<file path="src/rtl/pci_seq_pkg.sv">
package pci_seq_pkg;

    typedef enum logic [1:0] {
        ST_IDLE = 2'd0,
        ST_ADDR = 2'd1,
        ST_DATA = 2'd2,
        ST_TURN = 2'd3
    } seq_state_e;

    typedef enum logic [2:0] {
        END_OK     = 3'd0,
        END_MABORT = 3'd1,
        END_RETRY  = 3'd2,
        END_DISC   = 3'd3,
        END_TABORT = 3'd4
    } end_code_e;

endpackage

</file>
<file path="src/rtl/pci_devsel_watch.sv">
module pci_devsel_watch #(
    parameter int LIMIT = 5
) (
    input  logic clk,
    input  logic rst_n,
    input  logic active_i,
    input  logic devsel_n_i,
    output logic seen_o,
    output logic timeout_o
);
    localparam int TW = $clog2(LIMIT + 1);
    localparam logic [TW-1:0] LAST_SLOT = TW'(LIMIT - 1);

    logic [TW-1:0] cnt_d, cnt_q;
    logic          seen_d, seen_q;

    always_comb begin
        cnt_d  = cnt_q;
        seen_d = seen_q;
        if (!active_i) begin
            cnt_d  = '0;
            seen_d = 1'b0;
        end else begin
            if (!devsel_n_i) seen_d = 1'b1;
            if (!seen_q && cnt_q != LAST_SLOT) cnt_d = cnt_q + 1'b1;
        end
    end

    always_ff @(posedge clk or negedge rst_n) begin
        if (!rst_n) begin
            cnt_q  <= '0;
            seen_q <= 1'b0;
        end else begin
            cnt_q  <= cnt_d;
            seen_q <= seen_d;
        end
    end

    assign seen_o    = seen_q;
    assign timeout_o = active_i && devsel_n_i && !seen_q && (cnt_q == LAST_SLOT);

    // the window counter never passes its final slot
    assert_cnt_bound_R5: assert property (@(posedge clk) disable iff (!rst_n)
        cnt_q <= LAST_SLOT);

    // a timeout cannot fire once the target has answered
    assert_no_late_timeout_R5: assert property (@(posedge clk) disable iff (!rst_n)
        (active_i && !devsel_n_i) |=> !timeout_o);

endmodule

</file>
<file path="src/rtl/pci_term_decode.sv">
module pci_term_decode
    import pci_seq_pkg::*;
(
    input  logic      active_i,
    input  logic      devsel_n_i,
    input  logic      trdy_n_i,
    input  logic      stop_n_i,
    input  logic      seen_i,
    input  logic      timeout_i,
    input  logic      last_i,
    input  logic      moved_any_i,
    output logic      xfer_o,
    output logic      finish_o,
    output end_code_e code_o
);
    always_comb begin
        xfer_o   = 1'b0;
        finish_o = 1'b0;
        code_o   = END_OK;
        if (active_i) begin
            if (devsel_n_i) begin
                if (seen_i) begin
                    finish_o = 1'b1;
                    code_o   = END_TABORT;
                end else if (timeout_i) begin
                    finish_o = 1'b1;
                    code_o   = END_MABORT;
                end
            end else if (!trdy_n_i) begin
                xfer_o = 1'b1;
                if (last_i) begin
                    finish_o = 1'b1;
                    code_o   = END_OK;
                end else if (!stop_n_i) begin
                    finish_o = 1'b1;
                    code_o   = END_DISC;
                end
            end else if (!stop_n_i) begin
                finish_o = 1'b1;
                code_o   = moved_any_i ? END_DISC : END_RETRY;
            end
        end
    end
endmodule

</file>
<file path="src/rtl/pci_mstr_seq.sv">
module pci_mstr_seq
    import pci_seq_pkg::*;
#(
    parameter int DW           = 32,
    parameter int CW           = 8,
    parameter int DEVSEL_LIMIT = 5
) (
    input  logic          clk,
    input  logic          rst_n,
    input  logic          req_valid,
    output logic          req_ready,
    input  logic          req_write,
    input  logic [3:0]    req_cmd,
    input  logic [DW-1:0] req_addr,
    input  logic [3:0]    req_be_n,
    input  logic [CW-1:0] req_count,
    input  logic [DW-1:0] wr_data,
    output logic          xfer_ack,
    output logic [DW-1:0] rd_data,
    output logic          rd_valid,
    output logic          done_valid,
    output logic [2:0]    done_status,
    output logic [CW-1:0] done_remain,
    output logic [DW-1:0] ad_o,
    output logic          ad_oe,
    input  logic [DW-1:0] ad_i,
    output logic [3:0]    cbe_n_o,
    output logic          frame_n_o,
    output logic          irdy_n_o,
    output logic          ctl_oe,
    input  logic          devsel_n_i,
    input  logic          trdy_n_i,
    input  logic          stop_n_i
);
    localparam logic [CW-1:0] ONE_WORD = CW'(1);

    typedef struct packed {
        seq_state_e    st;
        logic [3:0]    cmd;
        logic [DW-1:0] addr;
        logic [3:0]    be_n;
        logic          wr;
        logic [CW-1:0] remain;
        logic          moved;
        end_code_e     code;
        logic [DW-1:0] rdat;
        logic          rvld;
    } seq_regs_t;

    seq_regs_t q, d;

    logic      in_data;
    logic      last_word;
    logic      seen;
    logic      timeout;
    logic      xfer;
    logic      finish;
    end_code_e code;

    assign in_data   = (q.st == ST_DATA);
    assign last_word = (q.remain == ONE_WORD);

    pci_devsel_watch #(.LIMIT(DEVSEL_LIMIT)) u_watch (
        .clk        (clk),
        .rst_n      (rst_n),
        .active_i   (in_data),
        .devsel_n_i (devsel_n_i),
        .seen_o     (seen),
        .timeout_o  (timeout)
    );

    pci_term_decode u_decode (
        .active_i    (in_data),
        .devsel_n_i  (devsel_n_i),
        .trdy_n_i    (trdy_n_i),
        .stop_n_i    (stop_n_i),
        .seen_i      (seen),
        .timeout_i   (timeout),
        .last_i      (last_word),
        .moved_any_i (q.moved),
        .xfer_o      (xfer),
        .finish_o    (finish),
        .code_o      (code)
    );

    always_comb begin
        d      = q;
        d.rvld = 1'b0;
        case (q.st)
            ST_IDLE: begin
                if (req_valid) begin
                    d.st     = ST_ADDR;
                    d.cmd    = req_cmd;
                    d.addr   = req_addr;
                    d.be_n   = req_be_n;
                    d.wr     = req_write;
                    d.remain = req_count;
                    d.moved  = 1'b0;
                    d.code   = END_OK;
                end
            end
            ST_ADDR: d.st = ST_DATA;
            ST_DATA: begin
                if (xfer) begin
                    d.remain = q.remain - 1'b1;
                    d.moved  = 1'b1;
                    if (!q.wr) begin
                        d.rdat = ad_i;
                        d.rvld = 1'b1;
                    end
                end
                if (finish) begin
                    d.st   = ST_TURN;
                    d.code = code;
                end
            end
            default: d.st = ST_IDLE;
        endcase
    end

    always_ff @(posedge clk or negedge rst_n) begin
        if (!rst_n) begin
            q <= '{st: ST_IDLE, cmd: '0, addr: '0, be_n: '1, wr: 1'b0,
                   remain: '0, moved: 1'b0, code: END_OK, rdat: '0, rvld: 1'b0};
        end else begin
            q <= d;
        end
    end

    assign req_ready   = (q.st == ST_IDLE);
    assign ctl_oe      = (q.st != ST_IDLE);
    assign frame_n_o   = !((q.st == ST_ADDR) || (in_data && !last_word));
    assign irdy_n_o    = !in_data;
    assign cbe_n_o     = (q.st == ST_ADDR) ? q.cmd : q.be_n;
    assign ad_oe       = (q.st == ST_ADDR) || (in_data && q.wr);
    assign ad_o        = (q.st == ST_ADDR) ? q.addr : wr_data;
    assign xfer_ack    = xfer;
    assign rd_data     = q.rdat;
    assign rd_valid    = q.rvld;
    assign done_valid  = (q.st == ST_TURN);
    assign done_status = q.code;
    assign done_remain = q.remain;

    // accepted request appears as the address phase one cycle later
    assert_addr_phase_R1: assert property (@(posedge clk) disable iff (!rst_n)
        (req_valid && req_ready) |=> (!frame_n_o && irdy_n_o && ad_oe &&
            ad_o == $past(req_addr) && cbe_n_o == $past(req_cmd)));

    // an unfinished data phase keeps the initiator ready asserted
    assert_irdy_hold_R4: assert property (@(posedge clk) disable iff (!rst_n)
        (in_data && !finish) |=> !irdy_n_o);

    // each moved word lowers the remaining count by exactly one
    assert_count_step_R3: assert property (@(posedge clk) disable iff (!rst_n)
        (in_data && xfer) |=> (done_remain == $past(done_remain) - 1'b1));

    // read data is reported only after a moved word
    assert_rd_after_xfer_R3: assert property (@(posedge clk) disable iff (!rst_n)
        rd_valid |-> $past(xfer));

    // the turnaround cycle is followed by a released, idle bus
    assert_release_R9: assert property (@(posedge clk) disable iff (!rst_n)
        done_valid |=> (!ctl_oe && !ad_oe && req_ready));

    // once frame is raised in a data phase it stays raised
    assert_frame_stays_R4: assert property (@(posedge clk) disable iff (!rst_n)
        (in_data && frame_n_o) |=> frame_n_o);

endmodule

</file>
<file path="config.mk">
export PLATFORM = sky130hd
export DESIGN_NAME = pci_mstr_seq
export DESIGN_NICKNAME = d
export VERILOG_FILES = /design/src/rtl/pci_seq_pkg.sv /design/src/rtl/pci_devsel_watch.sv /design/src/rtl/pci_term_decode.sv /design/src/rtl/pci_mstr_seq.sv
export SDC_FILE = /design/constraint.sdc
export NUM_CORES = 1
export LEC_CHECK = 0
export BUFFER_PORTS_ARGS = -buffer_cell sky130_fd_sc_hd__buf_2
export CAP_MARGIN = 20
export CORE_MARGIN = 8
export CORE_UTILIZATION = 30
export CTS_BUF_LIST = sky130_fd_sc_hd__clkbuf_8
export DETAILED_ROUTE_END_ITERATION = 16
export GPL_ROUTABILITY_DRIVEN = 0
export PLACE_DENSITY = 0.54
export SYNTH_ARGS = -nofsm -noshare
export SYNTH_HDL_FRONTEND = slang
export SYNTH_HIERARCHICAL = 1
export SYNTH_SLANG_ARGS = --single-unit
</file>
<file path="constraint.sdc">
create_clock -name clk -period 2.72 [get_ports clk]
set_input_delay 0.408 -clock clk [delete_from_list [all_inputs] [get_ports clk]]
set_output_delay 0.408 -clock clk [all_outputs]
set_load 0.005 [all_outputs]
</file>
### Word level (Yosys, flattened, before mapping)

Index checks and enable logic that the tools add are counted.

| word-level totals | value |
|---|---|
| register bits after elaboration | 92 |
| latch bits | 0 |
| memory bits (writable) | 0 |
| memory bits (read-only) | 0 |
| input port bits | 119 |
| output and inout bits | 87 |
| logic and storage cells | 79 |
| memories kept | 0 |

| operators by class | value |
|---|---|
| $add $sub $neg | 2 |
| $mul | 0 |
| divide/modulo/power cells | 0 |
| order comparisons | 0 |
| equal/unequal tests | 11 |
| shift-type cells | 0 |
| multiplexer cells | 33 |
| bitwise operators | 1 |
| reductions and logical operators | 20 |

Operators by type and width:

| kind | count |
|---|---|
| 2-to-1 mux 55 bit | 1 |
| 2-to-1 mux 32 bit | 1 |
| 2-to-1 mux 3 bit | 8 |
| case mux 12 bit (2 select lines) | 1 |
| 2-to-1 mux 1 bit | 17 |
| 2-to-1 mux 9 bit | 1 |
| AND reduction 3 bit | 3 |
| == test 8 x 1 -> 1 bit (second input constant) | 1 |
| subtractor 8 x 1 -> 8 bit (second input constant) | 1 |
| logical AND 1 bit | 6 |
| != test 2 bit (second input constant) | 3 |
| case mux 2 bit (3 select lines) | 1 |
| == test 2 bit (second input constant) | 2 |
| logical NOT 1 bit | 4 |
| 2-to-1 mux 2 bit | 2 |
| 2-to-1 mux 4 bit | 1 |
| != test 2 x 1 -> 1 bit (second input constant) | 2 |
| AND reduction 2 bit | 2 |
| nonzero test 2 bit | 2 |
| adder 3 x 1 -> 3 bit (second input constant) | 1 |
| == test 3 bit (second input constant) | 1 |
| != test 3 bit (second input constant) | 1 |
| == test 2 x 1 -> 1 bit (second input constant) | 1 |
| logical NOT 2 bit | 1 |
| other kinds (2) | 3 |

### Longest topological paths before layout

Gate-level depths: netlist of run 1.

| depth | value |
|---|---|
| word-level depth | 10 |
| gate-level depth with buffers | 10 |
| gate-level depth less buffers | 9 |

### Hierarchy

Netlist of run 1, hierarchy kept.

By module, submodules not included:

| module | instances | cells an instance | area each (µm²) |
|---|---|---|---|
| pci_mstr_seq | 1 | 350 | 4474.3 |
| pci_devsel_watch | 1 | 22 | 227.7 |
| pci_term_decode | 1 | 11 | 85.1 |

### Worst setup path before layout of run 1

Ideal clock, no wire load.

| path | value |
|---|---|
| kind | reg2reg |
| from | register q, in the netlist done_remain[4] |
| to | register q[87] (netlist name) |
| data arrival time | 2.273 ns |
| data required time | 2.595 ns |
| setup slack | 0.322 ns |
| stages on the path, launching flop included | 10 |
| path buffers | 1 |
| period minus slack after synthesis | 2.398 ns |
| cells stage by stage | dfrtp_1 nor3_1 nor3b_1 and3b_1 nor2b_1 o311a_2 clkbuf_1 nor2_1 nor2_1 mux2_2 |

| between the ends | value |
|---|---|
| longest elaborated chain between the ends | 7 |

Ends and longest elaborated chain:

| element | RTL line | RTL |
|---|---|---|
| start, declared | pci_mstr_seq.sv:50 | `seq_regs_t q, d;` |
| start signal, assigned | pci_mstr_seq.sv:123 | `q <= '{st: ST_IDLE, cmd: '0, addr: '0, be_n: '1, wr: 1'b0,` |
| == test 8 x 1 -> 1 bit | pci_mstr_seq.sv:61 | `assign last_word = (q.remain == ONE_WORD);` |
| via last_word | pci_mstr_seq.sv:53 | `logic last_word;` |
| 2-to-1 mux 1 bit | pci_term_decode.sv:31 | `if (last_i) begin` |
| 2-to-1 mux 1 bit | pci_term_decode.sv:29 | `end else if (!trdy_n_i) begin` |
| 2-to-1 mux 1 bit | pci_term_decode.sv:21 | `if (devsel_n_i) begin` |
| 2-to-1 mux 1 bit | pci_term_decode.sv:20 | `if (active_i) begin` |
| via finish | pci_mstr_seq.sv:57 | `logic finish;` |
| != test 2 x 1 -> 1 bit (no source line) | - |  |
| AND reduction 2 bit (no source line) | - |  |

The timed path passes the listed nets, and every way through them passes these cells.
A chain may end at the register's enable or synchronous reset.

### Final worst setup path of run 1

Same ends and word-level chain as after synthesis.

==> impl_metrics.py, run 1 <==
metrics = {
    "synthesis": {
        "synth.most_common_cell": "mux2_2",
        "yosysTopAreaCellShare": 0.460,
        "syn_area_sq_um": 4790,
        "yosysTopAreaCell": "dfrtp_1",
        "ys_ff_latch": 92,
        "synthArstFlopShare": 1.00,
        "synth_cell_types": 51,
        "synth_area_leaders": "dfrtp_1, mux2_2, buf_4",
        "avgSynthCellArea_sq_um": 12.5,
        "synthCells": 383,
        "synth_ff_type": "dfrtp_1",
        "synthesis.nets": 510,
        "ys_warn_count": 6,
        "synth_edf_count": 0,
        "yosysSeqAreaShare": 0.482,
        "netlist_top_cells_count": "mux2_2, dfrtp_1, buf_4",
    },
    "setup_path": {
        "worstRegToRegCells": 8,
        "reg2reg_slack_ns": 0.22,
        "cp-startpoint": "done_remain[4]$_DFFE_PN0P_",
        "cpPeakStageDelay_ns": 0.46,
        "cp.required_ns": 2.98,
        "start_kind": "flop",
        "crit_fanout": 10,
        "reg2reg_to": "q[87]$_DFFE_PN0P_",
        "cpMostUsedCell": "nor2_1",
        "worst_setup_path_end_kind": "flop",
        "crit_arrival_ns": 2.76,
        "rr_startpoint": "done_remain[4]$_DFFE_PN0P_",
        "crit_chain": "nor3_2 > nor3b_1 > and3b_1 > nor2b_1 > o311a_2 > nor2_1 > nor2_1 > mux2_2",
        "worstSetupPathType": "flop to flop",
        "cpMaxStageDelayCell": "dfrtp_1",
    },
    "min_path": {
        "worstHoldPathType": "primary input to asynchronous set/reset pin",
    },
    "die": {
        "rows": 46,
        "fp.dieH_um": 142,
        "chipWidth_um": 142,
        "core_sq_um": 15800,
        "ios": 206,
        "start_util": 0.304,
        "dieArea_sq_um": 20300,
    },
    "sta": {
        "finalHoldViolCount": 0,
        "relSlewSlack": 0.603,
        "finalSetupTns_ns": 0,
        "fmax_mhz": 400,
        "rsz0062_at_grt": "no",
        "fin_worst_skew_ns": 0.00898,
        "slew_violations": 0,
        "setup_ws_ns": 0.217,
        "tightest_slew_ns": 0.595,
        "setup_viol": 0,
        "fin_crit_sh": 0.920,
        "period_needed_ns": 2.50,
    },
    "global_route": {
        "overflow": 0,
        "antenna_found_initial": 0,
        "grt_max_degree": 51,
        "first_global_vias": 3741,
        "grt_use_total": 0.120,
        "grt_pass1_wl_mm": 19.1,
    },
    "clock_tree": {
        "clock-root-buffer": "clkbuf_8",
        "holdBufCountCts": 0,
        "cts.sinks": 92,
        "post_cts_resized": 0,
        "cts_buffer_depth": 2,
        "post-cts-setup-buffers": 0,
        "clk_pin_slew_worst_paths_ns": 0.09,
        "htree_levels": 3,
        "numCtsBuffers": 9,
        "clk_latency_ns": 0.37,
        "cts_tree": "done",
    },
    "placement": {
        "dp_slack_ns": 0.150,
        "portBuffers": 205,
        "dpl.hpwl_mm": 9.35,
    },
    "layout": {
        "fillers": 1612,
        "drive_above_1_share": 0.646,
        "final-seq-area_sq_um": 2310,
        "syn_to_final_growth_pct": 24.1,
        "multi_input_area_sq_um": 2030,
        "antenna-diode-count": 0,
        "nNetsFinal": 673,
    },
    "power": {
        "leakagePower_nw": 2.96,
        "power_density_nw_per_um2": 1010,
        "irDropWorstVdd_mv": 0.421,
    },
    "drt": {
        "vias": 3425,
        "first_pass_iters": 4,
        "postRouteAntennaNets": 0,
        "wl_per_cell_um": 15.9,
        "via_per_inst": 4.47,
        "dr.first_iter.drc_count": 80,
        "wl_mm": 12.2,
        "drc": 0,
    },
    "job": {
        "maxCapViolations": 0,
    },
    "outcome": {
        "status": "finished clean",
    },
}
logic make-up after synthesis:
logic type	after synthesis	share of synthesized area
buffers and inverters	71	0.0967
flip-flops	92	0.482
adder cells (fa/ha/maj)	8	0.0209
AND/OR/NAND/NOR	56	0.0727
AO/OA/AOI/OAI	43	0.0627
multiplexers	113	0.265
stage by stage:
stage               utilization  area (sq um)  power, mW  std cells  hold slack, ns
finish                    0.377          5940       5.98        767          0.0240
global route              0.377          5940       6.50        767          0.0422
CTS                       0.376          5940       6.13        767          0.0246
detailed placement        0.365          5760       5.23        751           0.466
global placement          0.365          5760       5.11        751           0.452
floorplan                     -          4790       4.45        383           0.112
critical path, delay by kind of cell, from the launching register on:
family	cells	cell delay, ns
flip-flops	1	0.46
AO/OA/AOI/OAI	1	0.29
AND/OR/NAND/NOR	6	1.30
multiplexers	1	0.36
layout by cell type, fill, tap and decap left out, types with 2 or more instances in the layout:
cell type     n
dfstp_2       4
nor3b_1       2
nand3_1       2
nand2_2       2
o21ai_1       4
nand2b_1      3
clkbuf_8      9
a2bb2oi_1     2
mux2i_1       3
ha_1          7
a31oi_1       4
a21oi_1      12
mux2_2      110
a21o_1        2
nor2b_1       8
nand2_1      12
o21ai_0       3
inv_1        12
buf_12        3
buf_2       204
clkinvlp_4    3
clkinv_4      2
o221ai_1      3
dfrtp_1      88
or3b_1        4
buf_4         5
nor2_1        5
a21oi_2       2
and3_1        4
cell type report:
| cell class | instances | share of cell area |
|---|---|---|
| clock buffers | 9 | 0.0209 |
| well taps | 216 | 0.0455 |
| inverters | 11 | 0.00695 |
| multi-input cells | 220 | 0.341 |
| flip-flops and latches | 92 | 0.388 |
| repair buffers | 212 | 0.188 |
| clock inverters | 7 | 0.00885 |
routing by layer:
metal,global-route usage,part of all wire,up-vias
li1,-,-,1634
met1,0.133,0.39,1657
met2,0.205,0.52,127
met3,0.0557,0.088,7
met4,0.0268,0.0071,0
met5,0,0,-
flip-flops by register name, indices dropped and copies added, names as in the netlist:
register	cells
rd_data	32
u_watch/seen_o	1
done_remain	8
q	44
done_status	3
u_watch/cnt_q	3
rd_valid	1
power by group:
group	total (mW)	internal, mW	switching [mW]
registers	2.41	2.02	0.393
logic	2.72	1.53	1.19
clock network	0.845	0.335	0.510
total	5.98	3.89	2.09
worst max-delay path by stage:
stage	endpoint	cells after the start
final	q[87]$_DFFE_PN0P_	8
after global routing	frame_n_o	6
after CTS	q[87]$_DFFE_PN0P_	8
after detailed placement	q[87]$_DFFE_PN0P_	8
after global placement	q[87]$_DFFE_PN0P_	8
after floorplan	q[87]$_DFFE_PN0P_	9
Power figures use the tool's default switching activity.
==> run 2: changes to the inputs <==
--- a/config.mk
+++ b/config.mk
@@ -7,12 +7,14 @@
 export LEC_CHECK = 0
 export BUFFER_PORTS_ARGS = -buffer_cell sky130_fd_sc_hd__buf_2
 export CAP_MARGIN = 20
+export CELL_PAD_IN_SITES_DETAIL_PLACEMENT = 1
+export CELL_PAD_IN_SITES_GLOBAL_PLACEMENT = 1
 export CORE_MARGIN = 8
 export CORE_UTILIZATION = 30
 export CTS_BUF_LIST = sky130_fd_sc_hd__clkbuf_8
 export DETAILED_ROUTE_END_ITERATION = 16
 export GPL_ROUTABILITY_DRIVEN = 0
-export PLACE_DENSITY = 0.54
+export PLACE_DENSITY = 0.67
 export SYNTH_ARGS = -nofsm -noshare
 export SYNTH_HDL_FRONTEND = slang
 export SYNTH_HIERARCHICAL = 1
==> constraint.sdc (replaced) <==
create_clock -name clk -period 2.9 [get_ports clk]
set_input_delay 0.435 -clock clk [delete_from_list [all_inputs] [get_ports clk]]
set_output_delay 0.435 -clock clk [all_outputs]
set_load 0.005 [all_outputs]
==> run 2 against run 1 <==
  * First-iteration DRC count fell by 21%
  * Final cell count increased by 0.13%
  * Largest cell class unchanged
  * Largest power group unchanged
  * Clock skew barely moved
  * Highest routed layer is now met5
==> impl_metrics.py, run 2 (same netlist as run 1, synthesis figures left out) <==
metrics = {
    "outcome": {
        "status": "finished clean",
    },
    "drt": {
        "via_per_inst": 4.59,
        "dr.first_iter.drc_count": 63,
        "wl_per_cell_um": 17.9,
        "postRouteAntennaNets": 0,
        "first_pass_iters": 4,
        "drc": 0,
        "vias": 3522,
        "wl_mm": 13.8,
    },
    "setup_path": {
        "reg2reg_slack_ns": 0.38,
        "reg2reg_to": "q[87]$_DFFE_PN0P_",
        "cpMostUsedCell": "nor2_1",
        "cpPeakStageDelay_ns": 0.45,
        "cpMaxStageDelayCell": "dfrtp_1",
        "path_buf_inv": 0,
        "crit_fanout": 10,
        "start_kind": "flop",
        "worstSetupPathType": "flop to flop",
        "worstRegToRegCells": 8,
        "rr_startpoint": "done_remain[4]$_DFFE_PN0P_",
        "worst_setup_path_end_kind": "flop",
        "path_depth": 8,
        "crit_chain": "nor3_1 > nor3b_1 > and3b_1 > nor2b_1 > o311a_2 > nor2_1 > nor2_1 > mux2_2",
        "cp.required_ns": 3.16,
        "crit_arrival_ns": 2.77,
        "crit_family": "simple AND/OR/NAND/NOR gates",
    },
    "die": {
        "ios": 206,
        "rows": 46,
        "chipWidth_um": 142,
        "fp.dieH_um": 142,
        "dieArea_sq_um": 20300,
        "start_util": 0.304,
        "core_sq_um": 15800,
    },
    "sta": {
        "fin_worst_skew_ns": 0.00887,
        "fin_crit_sh": 0.868,
        "slew_violations": 0,
        "finalHoldViolCount": 0,
        "rsz0062_at_grt": "no",
        "relSlewSlack": 0.618,
        "setup_ws_ns": 0.384,
        "finalSetupTns_ns": 0,
        "setup_viol": 0,
        "fin_hold_ws_ns": 0.0471,
        "tightest_slew_ns": 0.572,
        "fmax_mhz": 397,
        "period_needed_ns": 2.52,
    },
    "clock_tree": {
        "cts.sinks": 92,
        "htree_levels": 3,
        "cts_tree": "done",
        "holdBufCountCts": 0,
        "numCtsBuffers": 9,
        "clk_latency_ns": 0.37,
        "clock-root-buffer": "clkbuf_8",
        "post_cts_resized": 0,
        "clk_pin_slew_worst_paths_ns": 0.09,
        "post-cts-setup-buffers": 0,
        "cts_buffer_depth": 2,
    },
    "power": {
        "power_density_nw_per_um2": 966,
        "p_total_mw": 5.76,
        "irDropWorstVdd_mv": 0.414,
        "leakagePower_nw": 2.98,
    },
    "layout": {
        "syn_to_final_growth_pct": 24.5,
        "drive_above_1_share": 0.642,
        "fillers": 1847,
        "nNetsFinal": 673,
        "utilization": 0.378,
        "largest_register": "q",
        "final_common_cell": "buf_2",
        "final_cell_mix": "buf_2, mux2_2, dfrtp_1",
        "largest_reg_flops": 44,
    },
    "job": {
        "maxCapViolations": 0,
    },
    "global_route": {
        "antenna_found_initial": 1,
        "grt_use_total": 0.137,
        "grt_max_degree": 52,
        "first_global_vias": 4149,
        "grt_pass1_wl_mm": 21.7,
        "overflow": 0,
    },
    "min_path": {
        "worstHoldPathType": "primary input to asynchronous set/reset pin",
    },
    "placement": {
        "dpl.hpwl_mm": 10.7,
        "portBuffers": 205,
        "dp_slack_ns": 0.408,
    },
}
## run 2: cell count changes in the layout (fill, tap and decap cells not counted), sizes merged
| cell | change |
|---|---|
| clkbuf | +1 |
| clkinvlp | -2 |
| bufinv | +1 |
| diode | +1 |
## run 2: routing by layer
metal | vias to the layer above | global-route usage | wire length (um)
met4 | 2 | 0.0431 | 202
met5 | - | 0 | 12
met1 | 1737 | 0.153 | 5570
li1 | 1633 | - | -
met2 | 135 | 0.232 | 6710
met3 | 15 | 0.0584 | 1270
## run 2: through the flow
| stage | cells | instance area (sq um) |
|---|---|---|
| 4_1_cts | 767 | 5960 |
| 3_3_place_gp | 751 | 5760 |
| 5_1_grt | 767 | 5960 |
| 3_5_place_dp | 751 | 5760 |
| 6_report | 768 | 5960 |
| 2_1_floorplan | 383 | 4790 |
## run 2: final cells by class
| type | count | area, sq um | share of cell area |
|---|---|---|---|
| Antenna cell | 1 | 2.50 | 0.000420 |
| Clock buffer | 10 | 138 | 0.0231 |
| Tap cell | 216 | 270 | 0.0454 |
| Timing Repair Buffer | 212 | 1120 | 0.188 |
| Multi-Input combinational cell | 220 | 2020 | 0.339 |
| Sequential cell | 92 | 2310 | 0.387 |
| Inverter | 11 | 41.3 | 0.00693 |
| Clock inverter | 6 | 58.8 | 0.00987 |
## run 2: power breakdown
part	switching, mW	total [mW]	leakage (nW)	internal [mW]
clock	0.470	0.887	0.105	0.417
combinational	1.16	2.60	1.73	1.44
sequential	0.376	2.27	1.15	1.89
total	2.01	5.76	2.98	3.75
## run 2: worst reg2reg max path, stage by stage (launching register included)
cell	delay [ns]
dfrtp_1	0.45
nor3_1	0.33
nor3b_1	0.28
and3b_1	0.22
nor2b_1	0.25
o311a_2	0.31
nor2_1	0.08
nor2_1	0.15
mux2_2	0.35
## run 2: worst max-delay path by stage
stage | start | endpoint | slack (ns)
6_report | done_remain[4]$_DFFE_PN0P_ | q[87]$_DFFE_PN0P_ | 0.38
5_1_grt | done_remain[4]$_DFFE_PN0P_ | q[87]$_DFFE_PN0P_ | 0.16
4_1_cts | q[86]$_DFFE_PN0P_ | frame_n_o | 0.31
3_5_place_dp | done_remain[4]$_DFFE_PN0P_ | q[87]$_DFFE_PN0P_ | 0.41
3_3_place_gp | done_remain[4]$_DFFE_PN0P_ | q[87]$_DFFE_PN0P_ | 0.47
2_1_floorplan | done_remain[4]$_DFFE_PN0P_ | q[87]$_DFFE_PN0P_ | 0.50
